File: src/rtl/tx_irq_pkg.sv
package tx_irq_pkg;

  typedef enum logic [1:0] {
    MODE_HOLD     = 2'b00,
    MODE_HOLD_485 = 2'b01,
    MODE_FIFO     = 2'b10,
    MODE_FIFO_485 = 2'b11
  } irq_mode_e;

  function automatic irq_mode_e pick_mode(input logic fifo_en, input logic rs485_en);
    return irq_mode_e'({fifo_en, rs485_en});
  endfunction

endpackage

File: src/rtl/tx_store.sv
module tx_store #(
  parameter int DATA_W = 8,
  parameter int DEPTH  = 128,
  localparam int AW    = $clog2(DEPTH),
  localparam int LW    = $clog2(DEPTH + 1)
) (
  input  logic              clk_i,
  input  logic              rst_ni,
  input  logic              fifo_en_i,
  input  logic              push_i,
  input  logic [DATA_W-1:0] data_i,
  input  logic              pop_i,
  output logic [DATA_W-1:0] data_o,
  output logic [LW-1:0]     level_o,
  output logic              avail_o,
  output logic              flush_o
);

  localparam logic [LW-1:0] CAP_FIFO = LW'(DEPTH);
  localparam logic [LW-1:0] CAP_HOLD = LW'(1);

  logic [DATA_W-1:0] mem [DEPTH];
  logic [AW-1:0]     wptr, rptr;
  logic [LW-1:0]     cnt;
  logic              en_q;
  logic [LW-1:0]     cap;
  logic              push_ok, pop_ok;

  // mode change empties the storage
  assign flush_o = (en_q != fifo_en_i);
  assign cap     = fifo_en_i ? CAP_FIFO : CAP_HOLD;
  assign avail_o = (cnt != '0) && !flush_o;
  assign pop_ok  = pop_i && avail_o;
  assign push_ok = push_i && !flush_o && ((cnt < cap) || pop_ok);
  assign data_o  = mem[rptr];
  assign level_o = cnt;

  always_ff @(posedge clk_i or negedge rst_ni) begin
    if (!rst_ni) begin
      en_q <= 1'b0;
      wptr <= '0;
      rptr <= '0;
      cnt  <= '0;
    end else begin
      en_q <= fifo_en_i;
      if (flush_o) begin
        wptr <= '0;
        rptr <= '0;
        cnt  <= '0;
      end else begin
        if (push_ok) wptr <= wptr + AW'(1);
        if (pop_ok)  rptr <= rptr + AW'(1);
        unique case ({push_ok, pop_ok})
          2'b10:   cnt <= cnt + LW'(1);
          2'b01:   cnt <= cnt - LW'(1);
          default: cnt <= cnt;
        endcase
      end
    end
  end

  always_ff @(posedge clk_i) begin
    if (push_ok) mem[wptr] <= data_i;
  end

endmodule

File: src/rtl/tx_shifter.sv
module tx_shifter #(
  parameter int DATA_W = 8,
  parameter int BITS   = 10,
  localparam int CW    = $clog2(BITS)
) (
  input  logic              clk_i,
  input  logic              rst_ni,
  input  logic              avail_i,
  input  logic [DATA_W-1:0] data_i,
  input  logic              tick_i,
  output logic              pop_o,
  output logic              busy_o,
  output logic              tx_o
);

  localparam logic [CW-1:0] LAST = CW'(BITS - 1);

  logic            busy;
  logic [CW-1:0]   cnt;
  logic [BITS-1:0] sh;
  logic            load;

  assign load   = !busy && avail_i;
  assign pop_o  = load;
  assign busy_o = busy;
  assign tx_o   = busy ? sh[0] : 1'b1;

  always_ff @(posedge clk_i or negedge rst_ni) begin
    if (!rst_ni) begin
      busy <= 1'b0;
      cnt  <= '0;
      sh   <= '1;
    end else if (load) begin
      busy <= 1'b1;
      cnt  <= '0;
      sh   <= {{(BITS-DATA_W-1){1'b1}}, data_i, 1'b0};
    end else if (busy && tick_i) begin
      sh <= {1'b1, sh[BITS-1:1]};
      if (cnt == LAST) busy <= 1'b0;
      else             cnt  <= cnt + CW'(1);
    end
  end

endmodule

File: src/rtl/tx_irq_logic.sv
module tx_irq_logic
  import tx_irq_pkg::*;
#(
  parameter int LW = 8
) (
  input  logic          fifo_en_i,
  input  logic          rs485_en_i,
  input  logic [LW-1:0] level_i,
  input  logic [LW-1:0] trig_i,
  input  logic          busy_i,
  output logic          irq_o
);

  irq_mode_e mode;
  logic      store_empty, xmit_empty;

  assign mode        = pick_mode(fifo_en_i, rs485_en_i);
  assign store_empty = (level_i == '0);
  assign xmit_empty  = store_empty && !busy_i;

  always_comb begin
    unique case (mode)
      MODE_HOLD:     irq_o = store_empty;
      MODE_HOLD_485: irq_o = xmit_empty;
      MODE_FIFO:     irq_o = (level_i <= trig_i);
      MODE_FIFO_485: irq_o = (level_i < trig_i) || xmit_empty;
      default:       irq_o = 1'b1;
    endcase
  end

endmodule

File: src/rtl/tx_irq_gen.sv
module tx_irq_gen #(
  parameter int  DATA_W        = 8,
  parameter int  FIFO_DEPTH    = 128,
  parameter int  BITS_PER_CHAR = 10,
  localparam int LVL_W         = $clog2(FIFO_DEPTH + 1)
) (
  input  logic              clk_i,
  input  logic              rst_ni,
  input  logic              wr_i,
  input  logic [DATA_W-1:0] wr_data_i,
  input  logic              bit_tick_i,
  input  logic              fifo_en_i,
  input  logic              rs485_en_i,
  input  logic [LVL_W-1:0]  trig_lvl_i,
  output logic              tx_o,
  output logic              irq_o
);

  logic [DATA_W-1:0] head;
  logic [LVL_W-1:0]  level;
  logic              avail, pop, busy, flush;

  tx_store #(.DATA_W(DATA_W), .DEPTH(FIFO_DEPTH)) u_store (
    .clk_i    (clk_i),
    .rst_ni   (rst_ni),
    .fifo_en_i(fifo_en_i),
    .push_i   (wr_i),
    .data_i   (wr_data_i),
    .pop_i    (pop),
    .data_o   (head),
    .level_o  (level),
    .avail_o  (avail),
    .flush_o  (flush)
  );

  tx_shifter #(.DATA_W(DATA_W), .BITS(BITS_PER_CHAR)) u_shift (
    .clk_i  (clk_i),
    .rst_ni (rst_ni),
    .avail_i(avail),
    .data_i (head),
    .tick_i (bit_tick_i),
    .pop_o  (pop),
    .busy_o (busy),
    .tx_o   (tx_o)
  );

  tx_irq_logic #(.LW(LVL_W)) u_irq (
    .fifo_en_i (fifo_en_i),
    .rs485_en_i(rs485_en_i),
    .level_i   (level),
    .trig_i    (trig_lvl_i),
    .busy_i    (busy),
    .irq_o     (irq_o)
  );

endmodule

File: config.mk
export PLATFORM = sky130hd
export DESIGN_NAME = tx_irq_gen
export DESIGN_NICKNAME = d
export VERILOG_FILES = /design/src/rtl/tx_irq_pkg.sv /design/src/rtl/tx_store.sv /design/src/rtl/tx_shifter.sv /design/src/rtl/tx_irq_logic.sv /design/src/rtl/tx_irq_gen.sv
export SDC_FILE = /design/constraint.sdc
export NUM_CORES = 1
export LEC_CHECK = 0
export BUFFER_PORTS_ARGS = -buffer_cell sky130_fd_sc_hd__buf_2
export CORE_ASPECT_RATIO = 0.6
export CORE_MARGIN = 4
export CORE_UTILIZATION = 55
export DETAILED_ROUTE_END_ITERATION = 10
export GPL_TIMING_DRIVEN = 0
export PLACE_DENSITY_LB_ADDON = 0.1
export RECOVER_POWER = 100
export SLEW_MARGIN = 20
export SYNTH_ARGS = -nofsm -noshare
export SYNTH_HDL_FRONTEND = slang
export SYNTH_SLANG_ARGS = --single-unit
File: constraint.sdc
create_clock -name clk_i -period 3.4 [get_ports clk_i]
set_input_delay 0.34 -clock clk_i [delete_from_list [all_inputs] [get_ports clk_i]]
set_output_delay 0.34 -clock clk_i [all_outputs]
set_load 0.01 [all_outputs]
==> run_results.csv <==
group,metric,value,unit
run_status,run_status,"finished with violations",
run_status,violations,"max-capacitance violations, max-slew violations, negative setup slack",
cells_and_area,final_area,47300,sq um
detailed_routing,firstDrtPassIters,6,
critical_path,worst-path-buf-inv,4,
synth,async_reset_ff_share,3.49,%
floorplan,die_area,80800,sq um
critical_path,start_kind,"flip-flop",
global_routing,grt_use_total,30.3,%
cts,clkSlewWorstSetupHoldPaths,0.07,ns
sta,setup_ws,-0.108,ns
detailed_routing,wirelength,121000,microns
sta,hold_violations,0,
critical_path,slowest_delay,0.50,ns
detailed_routing,wl_per_cell,35.7,microns
critical_path,crit_path_top_delay_cell,"buf_2",
critical_path,end_kind,"flip-flop",
floorplan,rows,78,
global_routing,grt_pass1_vias,21900,
critical_path,crit_type,"flip-flop to flip-flop",
synth,synth_simple_gate_area_share,3.62,%
detailed_routing,top_layer,"met4",
floorplan,start_util,55.5,%
cells_and_area,finish.utilization,62.6,%
cells_and_area,nets,2371,
detailed_routing,antenna_left,0,
critical_path,cp.arrival,4.07,ns
floorplan,ios,24,
sta,max-slew-margin-rel,-124,%
global_routing,grt_overflow,0,
cts,cts_buffers,94,
detailed_routing,initialDrtViolationCount,3881,
floorplan,die_width,364,microns
detailed_routing,drc_errors,0,
pwr,power_density,650,nW/um^2
sta,rsz0062_at_grt,"yes",
synth,synth_mux_area_share,14.3,%
min_path,min_path_type,"input port to flip-flop",
detailed_routing,via_per_inst,6.84,
sta,setup_violations,3,
cells_and_area,layout_commonest_cell,"edfxtp_1",
synth,syn_inst,2195,
synth,synthXorXnorAreaFrac,0.481,%
flow_run,drv_cap,12,
cells_and_area,drive_above_1_share,23.9,%
critical_path,path_cells,"buf_4 -> buf_2 -> buf_4 -> buf_2 -> mux4_2 -> a22oi_1 -> nand2_1 -> a211oi_1 -> a311oi_1",
placement,place.gp.congestion,0.974,
floorplan,die_h,222,microns
sta,finalCritPeriodShare,103,%
sta,final.setup_skew,0.0248,ns
cts,clk_path_buf_depth,3,
detailed_routing,wl_met2,48600,microns
synth,synth_ff_type,"edfxtp_1",
synth,yosys.area.top_type,"edfxtp_1",
detailed_routing,dr_wl_met3,18400,microns
cells_and_area,mostFrequentLayoutCells,"edfxtp_1, mux2i_1, mux4_2",
synth,syn_area_per_cell,19.1,sq um
synth,synth_area,41900,sq um
cts,clock-root-buffer,"clkbuf_16",
synth,ys_warn_count,0,
sta,worst_pin_slew,3.35,ns
synth,synth_top_area_share,73.4,%
sta,maxSlewViolCount,740,
synth,ys_types,52,
synth,synth_compound_area_share,3.77,%
critical_path,cp_top_family,"buffers and inverters",
synth,synthAdderAreaFrac,0.615,%
detailed_routing,wl_met1,51200,microns
pwr,ir_drop,0.426,mV
sta,fin_tns_setup,-0.163,ns
placement,placed_cell_area,43600,sq um
sta,min_period,3.51,ns
cts,numClockSinks,1061,
global_routing,grt_pass1_wl,169000,microns
placement,hpwl,80500,microns
synth,synth_fp_nets,2237,
floorplan,core,75500,sq um
cts,clk_latency,0.68,ns
global_routing,antenna_found_initial,3,
cts,htreeDepth,3,
global_routing,grt_max_degree,99,
synth,synth_top_family_by_area,"multiplexers",
synth,synth_edf_count,1024,
synth,yosysSeqAreaShare,75.6,%
critical_path,cp.required,3.96,ns
cells_and_area,area_growth_syn_to_layout,12.9,%
critical_path,crit_fanout,10,
cts,cts_tree,"yes",
detailed_routing,via_count,23300,
pwr,power.leakage,14.3,nW
placement,portBuffers,23,
sta,fmax,0.285,GHz
synth,yosys_register_bits,1061,
synth,synth_area_leaders,"edfxtp_1, mux4_2, mux2i_1",
flip-flops by register name (all words and copies together) (netlist names):
signal / flops
u_store.wptr: 7
u_store.rptr: 7
u_store.level_o: 8
u_store.mem: 1024
u_shift.busy_o: 1
u_store.en_q: 1
u_shift.cnt: 4
u_shift.sh: 9
worst reg2reg max path, cell delays in order (launching register included):
cell and delay (ns):
dfrtp_1 0.39, buf_4 0.23, buf_2 0.39, buf_4 0.41
buf_2 0.52, mux4_2 0.40, a22oi_1 0.42, nand2_1 0.22
a211oi_1 0.33, a311oi_1 0.09
cell usage after synthesis, types with 9 or more instances:
library cell	number
nor2b_1	9
mux2i_1	194
nor2_1	200
a21oi_1	28
o22ai_1	36
xnor2_1	11
buf_1	9
nor3_1	20
xor2_1	12
a22oi_1	52
buf_4	16
inv_1	19
dfstp_2	9
o41ai_1	12
nand2_1	67
mux4_2	179
o21ai_0	21
o221ai_1	14
dfrtp_1	28
ha_1	19
buf_2	48
a211oi_1	34
nand3_1	23
clkbuf_1	39
nor4_1	10
edfxtp_1	1024
through the flow:
| stage | cells | worst slack [ns] | total power, mW | hold WS, ns |
|---|---|---|---|---|
| final | 3399 | -0.108 | 30.8 | 0.453 |
| after global routing | 3397 | -0.0235 | 31.7 | 0.439 |
| after CTS | 3393 | 0.0118 | 30.7 | 0.0218 |
| after detailed placement | 3226 | -0.985 | 20.3 | 0.476 |
| after global placement | 3218 | -1.11 | 20.3 | 0.467 |
| after floorplan | 2195 | 0.352 | 18.1 | 0.0444 |
per-layer routing:
layer  track usage (%)  up-vias
met5                 0        -
met4              7.68        0
met1              49.1    12300
met3              11.0      186
li1                  -     9178
met2              38.9     1622
cells by family (layout without fill, tap and decap cells):
group / after synthesis / after routing
fa+ha+maj: 20 / 20
compound gates: 224 / 224
buf+inv: 135 / 337
simple gates: 357 / 357
flops: 1061 / 1061
other cells: 0 / 2
mux: 375 / 375
xor+xnor: 23 / 23
path summary, 6_finish.rpt:
path | startpoint | end | slack, ns | depth (start not counted)
worst max-delay path | u_store.rptr[1]$_DFFE_PN0P_ | u_shift.sh[1]$_DFFE_PN1P_ | -0.11 | 9
worst min-delay path | fifo_en_i | u_store.en_q$_DFF_PN0_ | 0.45 | 2
worst max register to register | u_store.rptr[1]$_DFFE_PN0P_ | u_shift.sh[1]$_DFFE_PN1P_ | -0.11 | 9
worst min register to register | u_shift.sh[0]$_DFFE_PN1P_ | u_shift.sh[0]$_DFFE_PN1P_ | 0.48 | 2
max in group asynchronous | rst_ni | u_store.wptr[0]$_DFFE_PN0P_ | 0.82 | 2
min in group asynchronous | rst_ni | u_store.level_o[1]$_DFFE_PN0P_ | 1.05 | 2
where the power goes:
part	total [mW]	switching (mW)	internal [mW]
Sequential	14.7	0.151	14.5
Combinational	5.69	3.50	2.20
Clock	10.4	4.67	5.73
Total	30.8	8.32	22.5
cell type report:
type	count	area, sq um
diodes	2	5.00
plain buffers	114	716
clock buffers	113	2490
clock inverters	51	427
fillers	5238	28200
inverters	19	71.3
multi-input cells	999	10400
flip-flops and latches	1061	31700
well taps	1000	1250
repair buffers	40	288
what timing repair did:
item | CTS | global route
pin swaps | 0 | 5
endpoints found under the setup margin | 1035 | 799
buffers inserted | 0 | 6
hold buffers | 3 | 0
hold endpoints to repair | 30 | 0
resized for setup | 230 | 47
(Power assumes the default switching activity.)
